File: config.mk
export PLATFORM = sky130hd
export DESIGN_NAME = sirq_frame_enc
export DESIGN_NICKNAME = d
export VERILOG_FILES = /design/src/rtl/sirq_pkg.sv /design/src/rtl/sirq_tie_merge.sv /design/src/rtl/sirq_snapshot.sv /design/src/rtl/sirq_stop_detect.sv /design/src/rtl/sirq_par_out.sv /design/src/rtl/sirq_frame_enc.sv
export SDC_FILE = /design/constraint.sdc
export NUM_CORES = 1
export LEC_CHECK = 0
export ABC_AREA = 1
export CAP_MARGIN = 15
export CORE_ASPECT_RATIO = 1.75
export CORE_MARGIN = 8
export CORE_UTILIZATION = 50
export CTS_CLUSTER_DIAMETER = 150
export DETAILED_ROUTE_END_ITERATION = 8
export PLACE_DENSITY = 0.86
export SYNTH_ARGS = -nofsm -noshare
export SYNTH_HDL_FRONTEND = slang
export SYNTH_SLANG_ARGS = --single-unit
export TNS_END_PERCENT = 10
File: constraint.sdc
create_clock -name clk -period 1.3 [get_ports clk]
set_input_delay 0.26 -clock clk [delete_from_list [all_inputs] [get_ports clk]]
set_output_delay 0.26 -clock clk [all_outputs]
set_load 0.1 [all_outputs]
File: src/rtl/sirq_pkg.sv
package sirq_pkg;
  typedef enum logic [2:0] {
    ST_IDLE   = 3'd0,
    ST_START  = 3'd1,
    ST_HSTART = 3'd2,
    ST_SLOT   = 3'd3,
    ST_STOP   = 3'd4
  } enc_state_e;

  typedef enum logic {
    MODE_CONT  = 1'b0,
    MODE_QUIET = 1'b1
  } line_mode_e;

  typedef enum logic [1:0] {
    PH_SAMPLE  = 2'd0,
    PH_RECOVER = 2'd1,
    PH_TURN    = 2'd2
  } slot_phase_e;
endpackage

File: src/rtl/sirq_tie_merge.sv
module sirq_tie_merge #(
  parameter int NUM_PCI = 4
) (
  input  logic [NUM_PCI-1:0] raw,
  input  logic               tie,
  output logic [NUM_PCI-1:0] eff
);
  function automatic logic merged_a(input logic a, input logic b, input logic t);
    return a | (t & b);
  endfunction

  assign eff[0] = merged_a(raw[0], raw[1], tie);
  assign eff[1] = raw[1] & ~tie;

  for (genvar i = 2; i < NUM_PCI; i++) begin : g_pass
    assign eff[i] = raw[i];
  end
endmodule

File: src/rtl/sirq_snapshot.sv
module sirq_snapshot #(
  parameter int NUM_IRQ = 16,
  parameter int NUM_PCI = 4
) (
  input  logic                       clk,
  input  logic                       rst_n,
  input  logic                       capture,
  input  logic [NUM_IRQ-1:0]         irq_in,
  input  logic [NUM_PCI-1:0]         pci_raw,
  input  logic [NUM_PCI-1:0]         pci_eff,
  input  logic                       par_mode,
  output logic [NUM_IRQ+NUM_PCI-1:0] slot_vec,
  output logic                       snap_par,
  output logic                       change_pending
);
  localparam int NTOT = NUM_IRQ + NUM_PCI;

  logic [NTOT-1:0] raw_q;

  always_ff @(posedge clk) begin
    if (!rst_n) begin
      slot_vec <= '0;
      raw_q    <= '0;
      snap_par <= 1'b0;
    end else if (capture) begin
      slot_vec <= {pci_eff, irq_in};
      raw_q    <= {pci_raw, irq_in};
      snap_par <= par_mode;
    end
  end

  assign change_pending = ({pci_raw, irq_in} != raw_q);
endmodule

File: src/rtl/sirq_stop_detect.sv
module sirq_stop_detect #(
  parameter int STOP_QUIET = 2,
  parameter int STOP_CONT  = 3
) (
  input  logic clk,
  input  logic rst_n,
  input  logic armed,
  input  logic ser_in,
  output logic stop_seen,
  output logic stop_to_quiet
);
  localparam int LCW = $clog2(STOP_CONT + 1);

  logic [LCW-1:0] low_cnt;

  always_ff @(posedge clk) begin
    if (!rst_n || !armed) begin
      low_cnt <= '0;
    end else if (!ser_in) begin
      if (low_cnt != LCW'(STOP_CONT)) low_cnt <= low_cnt + 1'b1;
    end else begin
      low_cnt <= '0;
    end
  end

  assign stop_seen     = armed && ser_in && (low_cnt >= LCW'(STOP_QUIET));
  assign stop_to_quiet = (low_cnt < LCW'(STOP_CONT));
endmodule

File: src/rtl/sirq_par_out.sv
module sirq_par_out #(
  parameter int NUM_PCI = 4
) (
  input  logic               clk,
  input  logic               rst_n,
  input  logic               par_mode,
  input  logic [NUM_PCI-1:0] pci_eff,
  output logic [NUM_PCI-1:0] pci_int_n
);
  always_ff @(posedge clk) begin
    if (!rst_n)        pci_int_n <= '1;
    else if (par_mode) pci_int_n <= ~pci_eff;
    else               pci_int_n <= '1;
  end


  par_idle_chk: assert property (@(posedge clk) disable iff (!rst_n)
    !par_mode |=> (pci_int_n == '1));
endmodule

File: src/rtl/sirq_frame_enc.sv
module sirq_frame_enc
  import sirq_pkg::*;
#(
  parameter int NUM_IRQ    = 16,
  parameter int NUM_PCI    = 4,
  parameter int START_CONT = 4,
  parameter int STOP_QUIET = 2,
  parameter int STOP_CONT  = 3
) (
  input  logic               clk,
  input  logic               rst_n,
  input  logic [NUM_IRQ-1:0] irq_in,
  input  logic [NUM_PCI-1:0] pci_int_in,
  input  logic               pci_par_mode,
  input  logic               tie_ab,
  input  logic               ser_in,
  output logic               ser_out,
  output logic               ser_oe,
  output logic [NUM_PCI-1:0] pci_int_n
);
  localparam int NTOT = NUM_IRQ + NUM_PCI;
  localparam int SIW  = $clog2(NTOT);
  localparam int SCW  = $clog2(START_CONT + 1);
  localparam logic [SIW-1:0] LAST_ALL = SIW'(NTOT - 1);
  localparam logic [SIW-1:0] LAST_IRQ = SIW'(NUM_IRQ - 1);

  enc_state_e  state_q;
  line_mode_e  mode_q;
  slot_phase_e phase_q;
  logic [SIW-1:0]  slot_idx_q;
  logic [SCW-1:0]  start_cnt_q;
  logic [SCW-1:0]  start_last_q;

  logic [NUM_PCI-1:0] pci_eff;
  logic [NTOT-1:0]    slot_vec;
  logic               snap_par;
  logic               change_pending;
  logic               stop_seen;
  logic               stop_to_quiet;

  // named events for checking
  logic frame_begin;
  logic slot_sample;
  logic in_slots;
  logic last_slot;
  logic cur_bit;

  sirq_tie_merge #(.NUM_PCI(NUM_PCI)) u_tie (
    .raw(pci_int_in), .tie(tie_ab), .eff(pci_eff)
  );

  sirq_snapshot #(.NUM_IRQ(NUM_IRQ), .NUM_PCI(NUM_PCI)) u_snap (
    .clk(clk), .rst_n(rst_n), .capture(frame_begin),
    .irq_in(irq_in), .pci_raw(pci_int_in), .pci_eff(pci_eff),
    .par_mode(pci_par_mode), .slot_vec(slot_vec), .snap_par(snap_par),
    .change_pending(change_pending)
  );

  sirq_stop_detect #(.STOP_QUIET(STOP_QUIET), .STOP_CONT(STOP_CONT)) u_stop (
    .clk(clk), .rst_n(rst_n), .armed(state_q == ST_STOP), .ser_in(ser_in),
    .stop_seen(stop_seen), .stop_to_quiet(stop_to_quiet)
  );

  sirq_par_out #(.NUM_PCI(NUM_PCI)) u_par (
    .clk(clk), .rst_n(rst_n), .par_mode(pci_par_mode),
    .pci_eff(pci_eff), .pci_int_n(pci_int_n)
  );

  assign frame_begin = (state_q == ST_IDLE) &&
                       (mode_q == MODE_CONT || !ser_in || change_pending);
  assign in_slots    = (state_q == ST_SLOT);
  assign slot_sample = in_slots && (phase_q == PH_SAMPLE);
  assign last_slot   = (slot_idx_q == (snap_par ? LAST_IRQ : LAST_ALL));
  assign cur_bit     = slot_vec[slot_idx_q];

  always_ff @(posedge clk) begin
    if (!rst_n) begin
      state_q      <= ST_IDLE;
      mode_q       <= MODE_CONT;
      phase_q      <= PH_SAMPLE;
      slot_idx_q   <= '0;
      start_cnt_q  <= '0;
      start_last_q <= '0;
    end else begin
      case (state_q)
        ST_IDLE: begin
          start_cnt_q <= '0;
          if (mode_q == MODE_CONT) begin
            state_q      <= ST_START;
            start_last_q <= SCW'(START_CONT - 1);
          end else if (!ser_in) begin
            state_q <= ST_HSTART;
          end else if (change_pending) begin
            state_q      <= ST_START;
            start_last_q <= '0;
          end
        end
        ST_START: begin
          start_cnt_q <= start_cnt_q + 1'b1;
          if (start_cnt_q == start_last_q) begin
            state_q    <= ST_SLOT;
            slot_idx_q <= '0;
            phase_q    <= PH_SAMPLE;
          end
        end
        ST_HSTART: begin
          if (ser_in) begin
            state_q    <= ST_SLOT;
            slot_idx_q <= '0;
            phase_q    <= PH_SAMPLE;
          end
        end
        ST_SLOT: begin
          case (phase_q)
            PH_SAMPLE:  phase_q <= PH_RECOVER;
            PH_RECOVER: phase_q <= PH_TURN;
            default: begin
              phase_q <= PH_SAMPLE;
              if (last_slot) state_q <= ST_STOP;
              else           slot_idx_q <= slot_idx_q + 1'b1;
            end
          endcase
        end
        ST_STOP: begin
          if (stop_seen) begin
            state_q <= ST_IDLE;
            mode_q  <= stop_to_quiet ? MODE_QUIET : MODE_CONT;
          end
        end
        default: state_q <= ST_IDLE;
      endcase
    end
  end

  always_comb begin
    ser_oe  = 1'b0;
    ser_out = 1'b1;
    if (state_q == ST_START) begin
      ser_oe  = 1'b1;
      ser_out = 1'b0;
    end else if (in_slots && phase_q == PH_SAMPLE) begin
      ser_oe  = !cur_bit;
      ser_out = 1'b0;
    end else if (in_slots && phase_q == PH_RECOVER) begin
      ser_oe  = !cur_bit;
      ser_out = 1'b1;
    end
  end


  reset_release_chk: assert property (@(posedge clk)
    !rst_n |=> !ser_oe);


  cont_start_drive_chk: assert property (@(posedge clk) disable iff (!rst_n)
    (frame_begin && mode_q == MODE_CONT) |=> (ser_oe && !ser_out));


  recover_high_chk: assert property (@(posedge clk) disable iff (!rst_n)
    (slot_sample && ser_oe) |=> (ser_oe && ser_out));


  snap_steady_chk: assert property (@(posedge clk) disable iff (!rst_n)
    (in_slots && $past(in_slots)) |-> $stable(slot_vec));


  quiet_latch_chk: assert property (@(posedge clk) disable iff (!rst_n)
    (stop_seen && stop_to_quiet) |=> (mode_q == MODE_QUIET));


  quiet_silent_chk: assert property (@(posedge clk) disable iff (!rst_n)
    (state_q == ST_IDLE && mode_q == MODE_QUIET && ser_in && !change_pending)
      |=> !ser_oe);
endmodule

# --- After elaboration in Yosys (flattened, before gate mapping) ---
# Cells that the tools add are included.
totals:
  register_bits: 64
  in_bits: 25
  output_inout_bits: 6
  elab_cells: 96
op_classes:
  add_sub_neg: 3
  n_lt_le_gt_ge: 3
  eq_ne: 18
  n_mux: 31
  n_bitwise: 6
  n_reduce_logical: 24
op_table:
  columns: ["operator", "n"]
  rows:
  - ["$mux W3", 11]
  - ["$mux W5", 5]
  - ["$ne A20 B20 Y1", 1]
  - ["$pmux W3 S5", 1]
  - ["$pmux W5 S3", 1]
  - ["$ne A2 B2 Y1 const B", 7]
  - ["$mux W1", 7]
  - ["$eq A3 B2 Y1 const B", 2]
  - ["$lt A5 B6 Y1 const B", 1]
  - ["$pmux W2 S3", 1]
  - ["$pmux W3 S2", 1]
  - ["$reduce_and A3 Y1", 2]
  - ["$reduce_and A6 Y1", 1]
  - ["$add A5 B1 Y5 const B", 1]
  - ["$bmux W1 S5", 1]
  - ["$eq A5 B5 Y1", 1]
  - ["$logic_and A1 B1 Y1", 5]
  - ["$reduce_and A5 Y1", 1]
  - ["$logic_not A1 Y1", 4]
  - ["$mux W2", 2]
  - ["$ne A2 B1 Y1 const B", 2]
  - ["$ne A4 B4 Y1 const B", 1]
  - ["$not A4 Y4", 1]
  - ["$pmux W2 S2", 1]
  - ["other kinds (18)", 24]

# --- Longest topological paths before layout ---
# Gate-level depths: netlist (run 1).
logic_depth:
  ltp_word: 6
  depth_mapped: 12
  ltp_nobuf: 12

# --- Modules after synthesis ---
# A second synthesis (run 1) with hierarchy kept.
unflattened:
  cells_unflattened: 443
  area_unflattened_um2: 2824.0
modules_own_cells:
  columns: ["mod", "n_inst", "cells_per_inst", "area_per_inst_um2", "seq_area_each_um2"]
  rows:
  - ["sirq_snapshot", 1, 206, 1313.8, 500.5]
  - ["sirq_frame_enc", 1, 203, 1246.2, 300.3]
  - ["sirq_stop_detect", 1, 19, 127.6, 40.0]
  - ["sirq_par_out", 1, 8, 100.1, 80.1]
  - ["sirq_tie_merge", 1, 7, 36.3, 0.0]

# --- Least setup slack after synthesis (run 1) ---
# No wires, ideal clock.
synth_timing:
  path_kind: "register to output"
  start: "register state_q[2]"
  end: "output port ser_out"
  arrival_time_ps: 1973
  t_required_ps: 1040
  setup_slack_ps: -933
  stages_incl_launch_ff: 5
  path_buffers: 0
  cell_sequence: "dfxtp_1 > nor3_4 > nand2_1 > nor2_1 > nor2_1"
synth_via:
  elab_chain_len: 4
  elab_cells_between_ends: 5
  classes_between: "eq/ne: 2; mux: 2; reduce/logical: 1"
synth_rtl:
  columns: ["element", "line", "text"]
  rows:
  - ["from (decl)", "sirq_frame_enc.sv:27", "enc_state_e state_q;"]
  - ["from (signal assigned)", "sirq_frame_enc.sv:78", "state_q <= ST_IDLE;"]
  - ["from (signal assigned)", "sirq_frame_enc.sv:89", "state_q <= ST_START;"]
  - ["from (signal assigned)", "sirq_frame_enc.sv:92", "state_q <= ST_HSTART;"]
  - ["$eq A3 B2 Y1", "sirq_frame_enc.sv:71", "assign in_slots = (state_q == ST_SLOT);"]
  - ["$logic_and A1 B1 Y1", "sirq_frame_enc.sv:141", "end else if (in_slots && phase_q == PH_SAMPLE) begin"]
  - ["$mux W1", "sirq_frame_enc.sv:141", null]
  - ["$mux W1 (*)", "sirq_frame_enc.sv:138", "if (state_q == ST_START) begin"]
  - ["to (decl)", "sirq_frame_enc.sv:17", "output logic ser_out,"]
# Mark *: on every way between the ends. The rest lies on a longest branch, timed or not.

# --- Worst setup path in the final report (run 1) ---
layout_timing:
  start: "register slot_idx_q[0]"
  end: "output port ser_oe"
layout_via:
  elab_chain_len: 6
layout_rtl:
  columns: ["element", "line", "text"]
  rows:
  - ["from (decl)", "sirq_frame_enc.sv:30", "logic [SIW-1:0] slot_idx_q;"]
  - ["from (signal assigned)", "sirq_frame_enc.sv:120", "else slot_idx_q <= slot_idx_q + 1'b1;"]
  - ["$bmux W1 S5 (*)", "sirq_frame_enc.sv:74", "assign cur_bit = slot_vec[slot_idx_q];"]
  - ["$mux W1 (not written as such) (*)", "sirq_frame_enc.sv:74", null]
  - ["$logic_not A1 Y1 (*)", "sirq_frame_enc.sv:142, sirq_frame_enc.sv:145", null]
  - ["$mux W1", "sirq_frame_enc.sv:144", "end else if (in_slots && phase_q == PH_RECOVER) begin"]
  - ["$mux W1 (*)", "sirq_frame_enc.sv:141", null]
  - ["$mux W1 (*)", "sirq_frame_enc.sv:138", null]
  - ["to (decl)", "sirq_frame_enc.sv:18", "output logic ser_oe,"]
# Mark *: on every way between the ends. The rest lies on a longest branch, timed or not. The select of a mux whose other input is x is not followed.

==> impl_metrics.toml, run 1 <==
[status]
status = "finished with violations"
violations = "setup timing"

[sta]
holdWs_ns = 0.380
fin_crit_ns = 2.00
rsz0062_at_grt = "true"
relSlewSlack_pct = 77.9
hold_violations = 0
setup_viol = 34
fin_skew_ns = 0.00581
fmax_mhz = 500
worst_pin_slew_ns = 0.329
fin_tns_setup_ns = -10.05
drv_slew = 0
setup_slack_ns = -0.702
fin_crit_sh_pct = 154

[clock_tree]
cts-root-buf = "clkbuf_8"
clkTransAtPathRegs_ns = 0.09
clk_latency_ns = 0.31
cts_tree = "built"
ctsHoldBuffers = 0
cts_buffers = 5
cts.sinks = 44
cts.path.max_buffers = 2
cts_max_level = 2

[die]
die_x_um = 69.2
initial_core_util_pct = 50.6
dieArea_um2 = 7550
ios = 31
rows = 34
core_um2 = 4890
dieHeight_um = 109

[yosys]
synth_top_area_share_pct = 35.6
avgSynthCellArea_um2 = 6.55
syn-cell-area_um2 = 2480
ys_async_sr_fraction_pct = 0
synth.area.top_cells = "dfxtp_1, nand2_1, a21oi_1"
synth_seq_area_share_pct = 35.6
synth-seq-cells = 44
yosys.area.top_type = "dfxtp_1"
synth_nets = 407
yosys.cell_types.count = 32
synth_edf_count = 0
synth_cells = 378
ys.flop_type = "dfxtp_1"
ys_warn_count = 0

[drt]
viasPerCell = 5.73
route.detailed.drc = 0
drt_first_iter_violations = 270
routed_wl_um = 8830
drtAntennaViolNets = 0
avgRoutedWirePerCell_um = 17.2
dr.pass1.iters = 6
vias = 2938

[worst_hold_path]
hold_path.class = "in -> reg"

[layout]
n_fill_cell = 309
final_area_um2 = 3730
multiInputGateArea_um2 = 1630
syn2layout_area_growth_pct = 50.5
antenna_cells = 0
final_common_cell = "nand2_1"
final_util_pct = 76.2
stdcell_count = 513
final_cell_mix = "nand2_1, buf_4, inv_1"
seqCellArea_um2 = 916
fin_nets = 487
drive_above_1_share_pct = 35.5

[critical_path]
cp_max_fo = 7
critPathLaunchType = "flip-flop"
critical_path.top_delay_family = "compound AO/OA/AOI/OAI gates"
required_ns = 1.04
cp_slowest_cell = "dfxtp_4"
cpPeakStageDelay_ns = 0.39
cp.arrival_ns = 1.74
end_kind = "output pin"
path_class = "reg -> out"
cp_num_buf_inv = 2
crit_chain = "buf_6, a21oi_2, o21ai_1, o211ai_1, nand3_2, nand2_4, nand2_8, buf_12"

[pwr]
powerDensity_nw_per_um2 = 1780
total_power_mw = 6.63
p_leak_nw = 1.67
ir_drop_mv = 1.94

[grt]
gr-usage-all-layers_pct = 22.0
grt_first_pass_wirelength_um = 13800
grt_antenna_before_repair = 0
grt_max_degree = 25
grt_pass1_vias = 3040
overflow = 0

[placement]
dp_cells = 501
dpl_cell_area_um2 = 3300
port-buffer-count = 30
dp_hpwl_um = 5320
gp_congestion = 0.881
post-place-ws_ns = -0.734

[flow_run]
maxCapViolations = 0
## synthesized netlist by cell type (3+ instances only)
master    instances
o21ai_0          22
nand2_2           3
nor2_2            3
nand2_1          99
xnor2_1           9
clkbuf_1          6
dfxtp_1          44
a21oi_1          45
nor2_1           33
inv_1            45
inv_2             3
nor3_1            3
buf_4             3
ha_1              4
nand3_1          35
## where the power goes
group / internal, mW / switching, mW / total [mW]
sequential: 1.65 / 0.272 / 1.92
combinational: 1.51 / 2.09 / 3.60
clock: 0.602 / 0.508 / 1.11
total: 3.76 / 2.87 / 6.63
## worst paths after layout
kind,from,end,slack [ns],depth (start not counted)
worst min-delay path,irq_in[9],u_snap.raw_q[9],0.38,3
worst max register to register,u_snap.raw_q[12],u_snap.slot_vec[16],-0.40,12
worst min register to register,phase_q[1],phase_q[1],0.48,2
worst max-delay path,slot_idx_q[0],ser_oe,-0.70,8
## registers in the layout, indices dropped and copies added (netlist names)
signal and count:
u_snap.raw_q 20, slot_idx_q 5, u_par.pci_int_n 4, start_cnt_q 3
state_q 3, phase_q 2, u_snap.slot_vec 2, u_stop.low_cnt 2
mode_q 1, start_last_q 1, u_snap.snap_par 1
## layout make-up
class,instances,area share (%)
clock buffer,8,3.26
tap,54,1.81
multi-input combinational,274,43.6
inverter,49,5.17
sequential,44,24.6
timing repair buffer,84,21.6
## tightest hold or removal path, stage by stage
cell and delay [ns]:
dlygate4sd2_1 0.25, nand3_1 0.08, a21oi_1 0.06
## repair_timing
item | 4_1_cts | 5_1_grt
cloned | 3 | 0
setup buffers | 1 | 0
endpoints found under the setup margin | 36 | 37
pin swaps | 22 | 11
resized for setup | 75 | 33
## layer usage
layer,part of all wire (%),vias to the layer above,track usage (%)
met5,0,-,0
met1,33,1349,20.1
met4,7.3,0,15.8
li1,-,1371,-
met3,6.7,62,4.92
met2,53,156,41.8
## cells by family (layout without fill, tap and decap cells)
family                   after synthesis  after routing  share of synthesized area, %
AND/OR/NAND/NOR                      185            187                          32.9
AO/OA/AOI/OAI                         72             72                          15.1
buffers and inverters                 62            141                          10.6
flip-flops                            44             44                          35.6
XOR/XNOR                              11             11                          3.89
adder cells (fa/ha/maj)                4              4                          2.02
Power figures use the tool's default switching activity.
==> run 2: changes to the inputs <==
--- a/config.mk
+++ b/config.mk
@@ -12,6 +12,7 @@
 export CORE_UTILIZATION = 50
 export CTS_CLUSTER_DIAMETER = 150
 export DETAILED_ROUTE_END_ITERATION = 8
+export GPL_ROUTABILITY_DRIVEN = 0
 export PLACE_DENSITY = 0.86
 export SYNTH_ARGS = -nofsm -noshare
 export SYNTH_HDL_FRONTEND = slang
==> run 2 against run 1 <==
The flow still finishes with violations (setup timing). Non-clock buffer count up 6. Sequential cell count unchanged. Power up 2.5%. Routed wire length up 6.6%. Register-to-register slack worse by 0.11 ns. Die area unchanged. Worst setup slack worse by 0.0062 ns. Core utilization up 2.9 points. Global-route usage down 0.73 points.
==> impl_metrics.toml, run 2 (synthesis results as in run 1) <==
[die]
dieArea_um2 = 7550
core_um2 = 4890
rows = 34
initial_core_util_pct = 50.6
ios = 31
die_x_um = 69.2
dieHeight_um = 109

[sta]
setup_viol = 35
worst_pin_slew_ns = 0.270
fin_tns_setup_ns = -14.39
setup_slack_ns = -0.708
fmax_mhz = 498
rsz0062_at_grt = "true"
drv_slew = 0
fin_crit_ns = 2.01
relSlewSlack_pct = 81.9
fin_crit_sh_pct = 154
fin_skew_ns = 0.0121
hold_violations = 0

[clock_tree]
cts_max_level = 2
clkTransAtPathRegs_ns = 0.09
cts.sinks = 44
cts_tree = "built"
clk_latency_ns = 0.31
cts.path.max_buffers = 2
cts-root-buf = "clkbuf_8"
cts_buffers = 5

[layout]
seqCellArea_um2 = 902
top_regs = "u_snap.raw_q x20, slot_idx_q x5, u_par.pci_int_n x4"
final_util_pct = 79.1
final_cell_mix = "nand2_1, buf_4, inv_1"
n_fill_cell = 261
fin_nets = 494
largest-register = "u_snap.raw_q"
largest_reg_flops = 20
final_common_cell = "nand2_1"
antenna_cells = 0
multiInputGateArea_um2 = 1740
syn2layout_area_growth_pct = 56.3
drive_above_1_share_pct = 39.9

[grt]
use_met1_pct = 19.2
grt_use_met3_pct = 4.19
grt_first_pass_wirelength_um = 13300
grt_max_degree = 25
grt_pass1_vias = 2997
overflow = 0
busiest_layer = "met2"
grt_antenna_before_repair = 0
gr-usage-all-layers_pct = 21.3
met2_usage_pct = 40.2

[drt]
avgRoutedWirePerCell_um = 18.1
viasPerCell = 5.88
vias = 3058
route.detailed.drc = 0
routed_wl_um = 9410
dr.pass1.iters = 5
drtAntennaViolNets = 0
drt_first_iter_violations = 336

[placement]
port-buffer-count = 30
dp_hpwl_um = 5120

[pwr]
switching_share_pct = 45.3
p_clk_share_pct = 13.9
p_int_mw = 3.72
powerDensity_nw_per_um2 = 1760
p_leak_nw = 1.72
ir_drop_mv = 2.19
power_frac_comb_pct = 57.8
power.switching_mw = 3.08
seqPwrFrac_pct = 28.3

[status]
violations = "setup timing"
status = "finished with violations"

[critical_path]
path_class = "reg -> out"
cp_max_fo = 3
end_kind = "output pin"
critPathLaunchType = "flip-flop"
cp.arrival_ns = 1.75
required_ns = 1.04

[flow_run]
maxCapViolations = 0

[worst_hold_path]
hold_path.class = "in -> reg"
## run 2: cell count changes in the layout (fill, tap and decap cells not counted), moves of 3 or more
cell and change:
buf_4 +5, dfxtp_2 -5, dfxtp_1 +7, a21oi_1 -10
nand2_2 +3, nand3_2 +12, a21oi_2 +10, nand3_1 -12
## run 2: worst max-delay path: stages (launching register included)
cell and delay, ns:
dfxtp_1 0.39, inv_2 0.07, a21oi_2 0.16, o21ai_2 0.07, o21ai_1 0.10, a21oi_1 0.08
o21ai_1 0.08, nand3_1 0.11, nand2_2 0.13, nand2_8 0.06, buf_12 0.16
## run 2: area by class of cell
type / instances / area share [%]
repair buffers: 90 / 22.6
clock buffers: 6 / 2.13
multi-input cells: 275 / 44.9
inverters: 49 / 5.04
well taps: 54 / 1.75
flip-flops and latches: 44 / 23.3
clock inverters: 2 / 0.259
## run 2: metrics by stage
| stage | cells | worst slack, ns | power, mW | hold WS [ns] | instance area (um^2) |
|---|---|---|---|---|---|
| global placement | 501 | -0.651 | 4.73 | 0.449 | 3300 |
| floorplan | 378 | -0.166 | 3.80 | 0.329 | 2560 |
| global route | 520 | -0.763 | 7.08 | 0.373 | 3870 |
| finish | 520 | -0.708 | 6.80 | 0.367 | 3870 |
| CTS | 517 | -0.607 | 6.09 | 0.381 | 3570 |
| detailed placement | 501 | -0.759 | 4.81 | 0.467 | 3300 |
## run 2: layer usage
layer  vias up  share of wire, %
met1      1419                34
met5         -                 0
met4         0               7.9
li1       1395                 -
met3        69               6.0
met2       175                52
## run 2: path summary, 6_finish.rpt
check / from / slack [ns] / cells after the start / endpoint
hold reg to reg: phase_q[1] / 0.47 / 2 / phase_q[1]
hold / removal: irq_in[11] / 0.37 / 3 / u_snap.raw_q[11]
setup / recovery: u_snap.raw_q[9] / -0.71 / 10 / ser_oe
setup reg to reg: u_snap.raw_q[12] / -0.51 / 11 / u_snap.raw_q[4]
## run 2: what timing repair did
item,CTS,global route
cloned,3,2
pin swaps,21,15
hold buffers,0,0
setup endpoints to repair,36,36
gates resized for setup,63,61
buffers inserted,5,1
endpoints found under the hold margin,0,0
## run 2: power by group through the flow
stage          Sequential (mW)  Clock (mW)  Combinational [mW]
3_3_place_gp              1.85           0                2.88
3_5_place_dp              1.87           0                2.94
5_1_grt                   1.94       0.998                4.14
4_1_cts                   1.86       0.924                3.31
2_1_floorplan             1.88           0                1.92
6_report                  1.92       0.948                3.93
